==> config.mk <==
export PLATFORM = sky130hd
export DESIGN_NAME = wr_cmd_sched
export DESIGN_NICKNAME = d
export VERILOG_FILES = /design/src/rtl/wcs_pkg.sv /design/src/rtl/wcs_timer.sv /design/src/rtl/wcs_ctrl.sv /design/src/rtl/wcs_datapath.sv /design/src/rtl/wr_cmd_sched.sv
export SDC_FILE = /design/constraint.sdc
export NUM_CORES = 1
export LEC_CHECK = 0
export ABC_AREA = 1
export BUFFER_PORTS_ARGS = -buffer_cell sky130_fd_sc_hd__buf_2
export CORE_MARGIN = 3
export CORE_UTILIZATION = 55
export CTS_BUF_LIST = sky130_fd_sc_hd__clkbuf_8
export DETAILED_ROUTE_END_ITERATION = 10
export PLACE_DENSITY = 0.79
export SETUP_SLACK_MARGIN = 0.5
export SLEW_MARGIN = 20
export SYNTH_ARGS = -nofsm -noshare
export SYNTH_HDL_FRONTEND = slang
export SYNTH_SLANG_ARGS = --single-unit
==> constraint.sdc <==
create_clock -name clk -period 4.7 [get_ports clk]
set_clock_uncertainty 0.15 [all_clocks]
set_input_delay 0.94 -clock clk [delete_from_list [all_inputs] [get_ports clk]]
set_output_delay 0.94 -clock clk [all_outputs]
set_load 0.1 [all_outputs]
==> src/rtl/wcs_pkg.sv <==
package wcs_pkg;

  // Request kinds on the single in-order request channel
  typedef enum logic [1:0] {
    KIND_WR  = 2'b00,
    KIND_RD  = 2'b01,
    KIND_PRE = 2'b10
  } req_kind_e;

  // Strobes from control to the command-bus datapath
  typedef struct packed {
    logic issueWr;
    logic issueRd;
    logic issuePre;
    logic autoPre;
  } cmd_strobe_t;

endpackage

==> src/rtl/wcs_timer.sv <==
// Loadable down-counter; zero means the guarded rule is satisfied.
module wcs_timer #(
  parameter int W = 4
) (
  input  logic         clk,
  input  logic         rstN,
  input  logic         load,
  input  logic [W-1:0] loadVal,
  output logic         isZero
);

  logic [W-1:0] cnt;

  always_ff @(posedge clk) begin
    if (!rstN) begin
      cnt <= '0;
    end else if (load) begin
      cnt <= loadVal;
    end else if (cnt != '0) begin
      cnt <= cnt - 1'b1;
    end
  end

  assign isZero = (cnt == '0);

endmodule

==> src/rtl/wcs_ctrl.sv <==
// Legality decision and timer bookkeeping for the head request.
module wcs_ctrl
  import wcs_pkg::*;
#(
  parameter int NUM_BANKS = 4,
  parameter int BANK_W    = 2,
  parameter int BL        = 8,
  parameter int WL        = 3,
  parameter int T_WTR     = 2,
  parameter int T_WR      = 3,
  parameter int T_RP      = 3,
  parameter int T_RAS     = 14
) (
  input  logic              clk,
  input  logic              rstN,
  input  logic              reqValid,
  input  logic [1:0]        reqKind,
  input  logic [BANK_W-1:0] reqBank,
  input  logic              reqAutoPre,
  input  logic              actFire,
  input  logic [BANK_W-1:0] actBank,
  output logic              reqGrant,
  output cmd_strobe_t       strobe
);

  // Spacings expressed relative to the grant of a WRITE
  localparam int GAP   = BL / 2;
  localparam int N_RD  = WL + GAP + T_WTR;
  localparam int N_WR  = WL + GAP + T_WR;
  localparam int MAX_A = (N_RD > N_WR) ? N_RD : N_WR;
  localparam int MAX_B = (T_RP > T_RAS) ? T_RP : T_RAS;
  localparam int MAXN  = (MAX_A > MAX_B) ? MAX_A : MAX_B;
  localparam int CNT_W = $clog2(MAXN + 1);

  logic wantWr, wantRd, wantPre;
  logic grantWr, grantRd, grantPre;
  logic gapZero, wtrZero;
  logic selBusy;

  logic [NUM_BANKS-1:0] wrRecZero;
  logic [NUM_BANKS-1:0] rasZero;
  logic [NUM_BANKS-1:0] rpZero;
  logic [NUM_BANKS-1:0] apPend;
  logic [NUM_BANKS-1:0] apFire;
  logic [NUM_BANKS-1:0] bankBusy;
  logic [NUM_BANKS-1:0] wrHit;
  logic [NUM_BANKS-1:0] preHit;
  logic [NUM_BANKS-1:0] actHit;

  assign wantWr  = reqValid && (reqKind == KIND_WR);
  assign wantRd  = reqValid && (reqKind == KIND_RD);
  assign wantPre = reqValid && (reqKind == KIND_PRE);

  assign selBusy  = bankBusy[reqBank];
  assign grantWr  = wantWr  && gapZero && !selBusy;
  assign grantRd  = wantRd  && wtrZero && !selBusy;
  assign grantPre = wantPre && wrRecZero[reqBank] && rasZero[reqBank] && !selBusy;

  assign reqGrant = grantWr || grantRd || grantPre;

  always_comb begin
    strobe.issueWr  = grantWr;
    strobe.issueRd  = grantRd;
    strobe.issuePre = grantPre;
    strobe.autoPre  = grantWr && reqAutoPre;
  end

  // Device-wide write-to-write spacing
  wcs_timer #(.W(CNT_W)) i_gap (
    .clk     (clk),
    .rstN    (rstN),
    .load    (grantWr),
    .loadVal (CNT_W'(GAP - 1)),
    .isZero  (gapZero)
  );

  // Device-wide write-to-read turnaround
  wcs_timer #(.W(CNT_W)) i_wtr (
    .clk     (clk),
    .rstN    (rstN),
    .load    (grantWr),
    .loadVal (CNT_W'(N_RD - 1)),
    .isZero  (wtrZero)
  );

  for (genvar b = 0; b < NUM_BANKS; b++) begin : g_bank
    assign wrHit[b]  = grantWr  && (reqBank == BANK_W'(b));
    assign preHit[b] = grantPre && (reqBank == BANK_W'(b));
    assign actHit[b] = actFire  && (actBank == BANK_W'(b));

    // Write recovery: burst data plus T_WR
    wcs_timer #(.W(CNT_W)) i_wrRec (
      .clk     (clk),
      .rstN    (rstN),
      .load    (wrHit[b]),
      .loadVal (CNT_W'(N_WR - 1)),
      .isZero  (wrRecZero[b])
    );

    // Minimum row active time from the activate notice
    wcs_timer #(.W(CNT_W)) i_ras (
      .clk     (clk),
      .rstN    (rstN),
      .load    (actHit[b]),
      .loadVal (CNT_W'(T_RAS - 2)),
      .isZero  (rasZero[b])
    );

    // Precharge period after an explicit or internal close
    wcs_timer #(.W(CNT_W)) i_rp (
      .clk     (clk),
      .rstN    (rstN),
      .load    (preHit[b] || apFire[b]),
      .loadVal (CNT_W'(T_RP - 1)),
      .isZero  (rpZero[b])
    );

    // Auto precharge waits for both recovery and row active time
    always_ff @(posedge clk) begin
      if (!rstN) begin
        apPend[b] <= 1'b0;
      end else if (wrHit[b] && reqAutoPre) begin
        apPend[b] <= 1'b1;
      end else if (apFire[b]) begin
        apPend[b] <= 1'b0;
      end
    end

    assign apFire[b]   = apPend[b] && wrRecZero[b] && rasZero[b];
    assign bankBusy[b] = apPend[b] || !rpZero[b];
  end

endmodule

==> src/rtl/wcs_datapath.sv <==
// Registered command bus built from control strobes.
module wcs_datapath
  import wcs_pkg::*;
#(
  parameter int BANK_W = 2,
  parameter int ADDR_W = 12,
  parameter int COL_W  = 9,
  parameter int AP_BIT = 8
) (
  input  logic              clk,
  input  logic              rstN,
  input  cmd_strobe_t       strobe,
  input  logic [BANK_W-1:0] reqBank,
  input  logic [COL_W-1:0]  reqCol,
  output logic              csN,
  output logic              rasN,
  output logic              casN,
  output logic              weN,
  output logic [BANK_W-1:0] baOut,
  output logic [ADDR_W-1:0] addrOut
);

  logic [ADDR_W-1:0] colMapped;
  logic              csNxt, rasNxt, casNxt, weNxt;
  logic [BANK_W-1:0] baNxt;
  logic [ADDR_W-1:0] addrNxt;

  // Column bits skip over the auto-precharge position
  always_comb begin
    colMapped = '0;
    for (int i = 0; i < COL_W; i++) begin
      if (i < AP_BIT) colMapped[i] = reqCol[i];
      else            colMapped[i + 1] = reqCol[i];
    end
  end

  always_comb begin
    csNxt   = 1'b1;
    rasNxt  = 1'b1;
    casNxt  = 1'b1;
    weNxt   = 1'b1;
    baNxt   = '0;
    addrNxt = '0;
    if (strobe.issueWr) begin
      csNxt           = 1'b0;
      casNxt          = 1'b0;
      weNxt           = 1'b0;
      baNxt           = reqBank;
      addrNxt         = colMapped;
      addrNxt[AP_BIT] = strobe.autoPre;
    end else if (strobe.issueRd) begin
      csNxt   = 1'b0;
      casNxt  = 1'b0;
      baNxt   = reqBank;
      addrNxt = colMapped;
    end else if (strobe.issuePre) begin
      csNxt  = 1'b0;
      rasNxt = 1'b0;
      weNxt  = 1'b0;
      baNxt  = reqBank;
    end
  end

  always_ff @(posedge clk) begin
    if (!rstN) begin
      csN     <= 1'b1;
      rasN    <= 1'b1;
      casN    <= 1'b1;
      weN     <= 1'b1;
      baOut   <= '0;
      addrOut <= '0;
    end else begin
      csN     <= csNxt;
      rasN    <= rasNxt;
      casN    <= casNxt;
      weN     <= weNxt;
      baOut   <= baNxt;
      addrOut <= addrNxt;
    end
  end

endmodule

==> src/rtl/wr_cmd_sched.sv <==
// Top: write-related command timing scheduler.
module wr_cmd_sched
  import wcs_pkg::*;
#(
  parameter int NUM_BANKS = 4,
  parameter int ADDR_W    = 12,
  parameter int COL_W     = 9,
  parameter int AP_BIT    = 8,
  parameter int BL        = 8,
  parameter int WL        = 3,
  parameter int T_WTR     = 2,
  parameter int T_WR      = 3,
  parameter int T_RP      = 3,
  parameter int T_RAS     = 14,
  localparam int BANK_W   = $clog2(NUM_BANKS)
) (
  input  logic              clk,
  input  logic              rstN,
  input  logic              reqValid,
  input  logic [1:0]        reqKind,
  input  logic [BANK_W-1:0] reqBank,
  input  logic [COL_W-1:0]  reqCol,
  input  logic              reqAutoPre,
  output logic              reqGrant,
  input  logic              actFire,
  input  logic [BANK_W-1:0] actBank,
  output logic              csN,
  output logic              rasN,
  output logic              casN,
  output logic              weN,
  output logic [BANK_W-1:0] baOut,
  output logic [ADDR_W-1:0] addrOut
);

  cmd_strobe_t strobe;

  wcs_ctrl #(
    .NUM_BANKS (NUM_BANKS),
    .BANK_W    (BANK_W),
    .BL        (BL),
    .WL        (WL),
    .T_WTR     (T_WTR),
    .T_WR      (T_WR),
    .T_RP      (T_RP),
    .T_RAS     (T_RAS)
  ) i_ctrl (
    .clk        (clk),
    .rstN       (rstN),
    .reqValid   (reqValid),
    .reqKind    (reqKind),
    .reqBank    (reqBank),
    .reqAutoPre (reqAutoPre),
    .actFire    (actFire),
    .actBank    (actBank),
    .reqGrant   (reqGrant),
    .strobe     (strobe)
  );

  wcs_datapath #(
    .BANK_W (BANK_W),
    .ADDR_W (ADDR_W),
    .COL_W  (COL_W),
    .AP_BIT (AP_BIT)
  ) i_dp (
    .clk     (clk),
    .rstN    (rstN),
    .strobe  (strobe),
    .reqBank (reqBank),
    .reqCol  (reqCol),
    .csN     (csN),
    .rasN    (rasN),
    .casN    (casN),
    .weN     (weN),
    .baOut   (baOut),
    .addrOut (addrOut)
  );

endmodule

==> results.sh <==
export IMPL_status="finished, final reports clean"
export IMPL_tightest_slew_ns=0.781
export IMPL_slowest_stage="buf_2"
export IMPL_r2r_end="i_ctrl.apPend[0]$_SDFFE_PN0P_"
export IMPL_drv_slew=0
export IMPL_clock_latency_ns=0.35
export IMPL_crit_fanout=5
export IMPL_num_rows=28
export IMPL_routed_via_density=5.03
export IMPL_nNetsFinal=548
export IMPL_hold_viol_final=0
export IMPL_wl_per_cell_um=11.5
export IMPL_die_height_um=86.4
export IMPL_route_detailed_drc=0
export IMPL_layout_min_cycle_time_ns=3.49
export IMPL_multi_input_area_um2=1640
export IMPL_syn_cell_area_um2=3550
export IMPL_h_tree_depth=3
export IMPL_required_ns=3.61
export IMPL_cts_num_sinks=76
export IMPL_portBuffers=36
export IMPL_crit_path_frequent_cell="nand2_1"
export IMPL_highest_layer="met4"
export IMPL_clk_pin_slew_ns=0.07
export IMPL_holdBufCountCts=0
export IMPL_arrival_ns=2.40
export IMPL_tns_ns=0
export IMPL_grt_max_degree=28
export IMPL_die_w_um=86.4
export IMPL_relSlewSlack_pct=47.9
export IMPL_cp_cell_sequence="buf_2 -> nand2_1 -> inv_1 -> a21oi_1 -> nand3_1 -> nor2_2 -> nand2_1 -> nand2_1 -> buf_2"
export IMPL_drive_gt1_share_pct=14.3
export IMPL_firstDrtPassIters=5
export IMPL_fmax_mhz=287
export IMPL_worstSetupPathType="in -> out"
export IMPL_layout_area_seq_um2=1520
export IMPL_min_to="i_ctrl.g_bank[2].i_rp.cnt[3]$_SDFFE_PP0P_"
export IMPL_end_kind="output port"
export IMPL_ant_nets=0
export IMPL_met2_length_mm=3.29
export IMPL_ios=39
export IMPL_max_stage_delay_ns=0.44
export IMPL_grt_pass1_vias=2796
export IMPL_vias=2977
export IMPL_post_route_period_util_pct=74.2
export IMPL_worst_setup_path_start_kind="input port"
export IMPL_hold_class="reg -> reg"
export IMPL_dpl_hpwl_mm=5.01
export IMPL_fill_cells=541
export IMPL_synth_cells=473
export IMPL_cts_root_buf="clkbuf_8"
export IMPL_wl_met1_mm=3.12
export IMPL_place_congestion=0.853
export IMPL_holdWs_ns=0.327
export IMPL_design_core_area_um2=6100
export IMPL_grt_ovfl_total=0
export IMPL_antenna_found_initial=0
export IMPL_place_inst=576
export IMPL_maxCapViolations=0
export IMPL_synth_area_per_cell_um2=7.51
export IMPL_synth_seq_area_share_pct=42.8
export IMPL_grt_pass1_wl_mm=12.0
export IMPL_synth_warning_count=0
export IMPL_synth_cell_type_count=35
export IMPL_pwr_density_cell_nw_per_um2=619
export IMPL_drt_wl_total_mm=6.83
export IMPL_drt_iter0_drc=178
export IMPL_rsz0062_at_grt="false"
export IMPL_grt_util_all_layers_pct=20.2
export IMPL_cts_made_buffers=9
export IMPL_dieArea_um2=7460
export IMPL_r2r_start="i_ctrl.i_gap.cnt[0]$_SDFFE_PN0P_"
export IMPL_cts_tree="done"
export IMPL_irDropWorstVdd_v=0.000366
export IMPL_wl_met3_um=276
export IMPL_postCtsResizedCells=0
export IMPL_area_delta_synth_final_pct=11.6
export IMPL_leakage_uw=0.00190
export IMPL_start_util_pct=58.3
export IMPL_clock_path_buffers=2
export IMPL_whs_path_depth=2
export IMPL_post_cts_buffers=0
export IMPL_fin_cells=592
export IMPL_setup_viol=0
export IMPL_diodes=0
export IMPL_ys_ff_latch=76
export IMPL_reg2reg_depth=8
export IMPL_min_delay_start="i_ctrl.g_bank[2].i_rp.cnt[3]$_SDFFE_PP0P_"
export IMPL_r2r_slack_ns=2.48
## metrics by stage
stage	util, %	worst slack (ns)	instance area [µm²]	total power [µW]
2_1_floorplan	-	1.34	3550	1760
3_3_place_gp	61.7	1.30	3760	1910
3_5_place_dp	61.7	1.25	3760	1950
4_1_cts	65.0	1.21	3960	2470
5_1_grt	65.0	1.04	3960	2680
6_report	65.0	1.21	3960	2450
## area by class of cell
type                    instances  share of cell area (%)
clock buffers                  11                    3.82
clock inverters                 5                    1.26
inverters                      86                    8.15
multi-input cells             303                    41.5
flip-flops and latches         76                    38.4
well taps                      75                    2.37
repair buffers                 36                    4.55
## cells by family (layout without fill, tap and decap cells)
kind of cell / count (synthesis) / after routing / synth area share [%]
XOR/XNOR: 7 / 7 / 1.73
AO/OA/AOI/OAI: 74 / 74 / 11.6
adder cells (fa/ha/maj): 16 / 16 / 5.64
flip-flops: 76 / 76 / 42.8
other: 1 / 2 / 0.106
buffers and inverters: 95 / 138 / 11.0
multiplexers: 1 / 1 / 0.282
AND/OR/NAND/NOR: 203 / 203 / 26.8
## worst max path at each step
stage	slack (ns)	end	cells past startpoint	from
after floorplan	1.34	reqGrant	7	reqBank[1]
after global placement	1.30	reqGrant	9	reqBank[1]
after detailed placement	1.25	reqGrant	9	reqBank[1]
after CTS	1.21	reqGrant	11	i_ctrl.g_bank[0].i_ras.cnt[0]$_SDFFE_PP0P_
after global routing	1.04	reqGrant	11	i_ctrl.g_bank[0].i_ras.cnt[0]$_SDFFE_PP0P_
final	1.21	reqGrant	9	reqBank[1]
## cells in the mapped netlist
library cell   n  share of area (%)
inv_1         83                8.8
dfxtp_1       76                 43
nand2_1       65                6.9
nor2_1        54                5.7
nand3_1       40                5.6
a21oi_1       36                5.1
o21ai_0       17                2.4
ha_1          16                5.6
nor3_1        16                2.3
a211oi_1       7                1.5
nor2_4         6                1.9
xor2_1         6                1.5
nand2_2        5               0.88
nor2_2         5               0.88
nand3b_1       4               0.85
nor3b_1        4               0.85
o21ai_1        4               0.56
o21bai_1       4               0.85
clkbuf_1       3               0.32
inv_2          3               0.32
a31oi_1        2               0.35
buf_4          2               0.42
buf_6          2               0.63
o211ai_1       2               0.42
buf_2          1               0.14
clkbuf_8       1               0.39
conb_1         1               0.11
mux2i_1        1               0.28
nand4_1        1               0.18
nor3_4         1               0.46
o21a_1         1               0.21
o21ai_2        1               0.25
or2_1          1               0.18
or2_2          1               0.18
xnor2_1        1               0.25
## where the power goes
group	total [µW]	internal, µW	switching (µW)
Combinational	1040	376	669
Clock	503	270	233
Sequential	904	807	96.7
## registers in the layout, summed over array words and instances (netlist names), 2 cells and up
signal                     count
i_dp.addrOut                  10
i_ctrl.g_bank.i_ras.cnt       16
i_ctrl.i_wtr.cnt               4
i_ctrl.i_gap.cnt               4
i_dp.baOut                     2
i_ctrl.g_bank.i_rp.cnt        16
i_ctrl.g_bank.i_wrRec.cnt     16
i_ctrl.apPend                  4
## per-layer routing
| layer | up-vias | GRT usage (%) |
|---|---|---|
| met5 | - | 0 |
| met4 | 0 | 8.78 |
| met3 | 14 | 4.85 |
| met2 | 40 | 33.0 |
| met1 | 1348 | 25.4 |
| li1 | 1575 | - |
## layout by cell type (no fill, tap or decap), types with 16 or more instances in the layout
cell type | netlist | routed
nand2_1 | 65 | 65
nor2_1 | 54 | 54
inv_1 | 83 | 83
nor3_1 | 16 | 16
a21oi_1 | 36 | 36
nand3_1 | 40 | 40
o21ai_0 | 17 | 17
dfxtp_1 | 76 | 76
ha_1 | 16 | 16
buf_2 | 1 | 36
## worst max-delay path: cells and delay by family
family	cells	cell delay, ns
buffers and inverters	3	0.66
AND/OR/NAND/NOR	5	0.63
AO/OA/AOI/OAI	1	0.17
(Power assumes the default switching activity.)
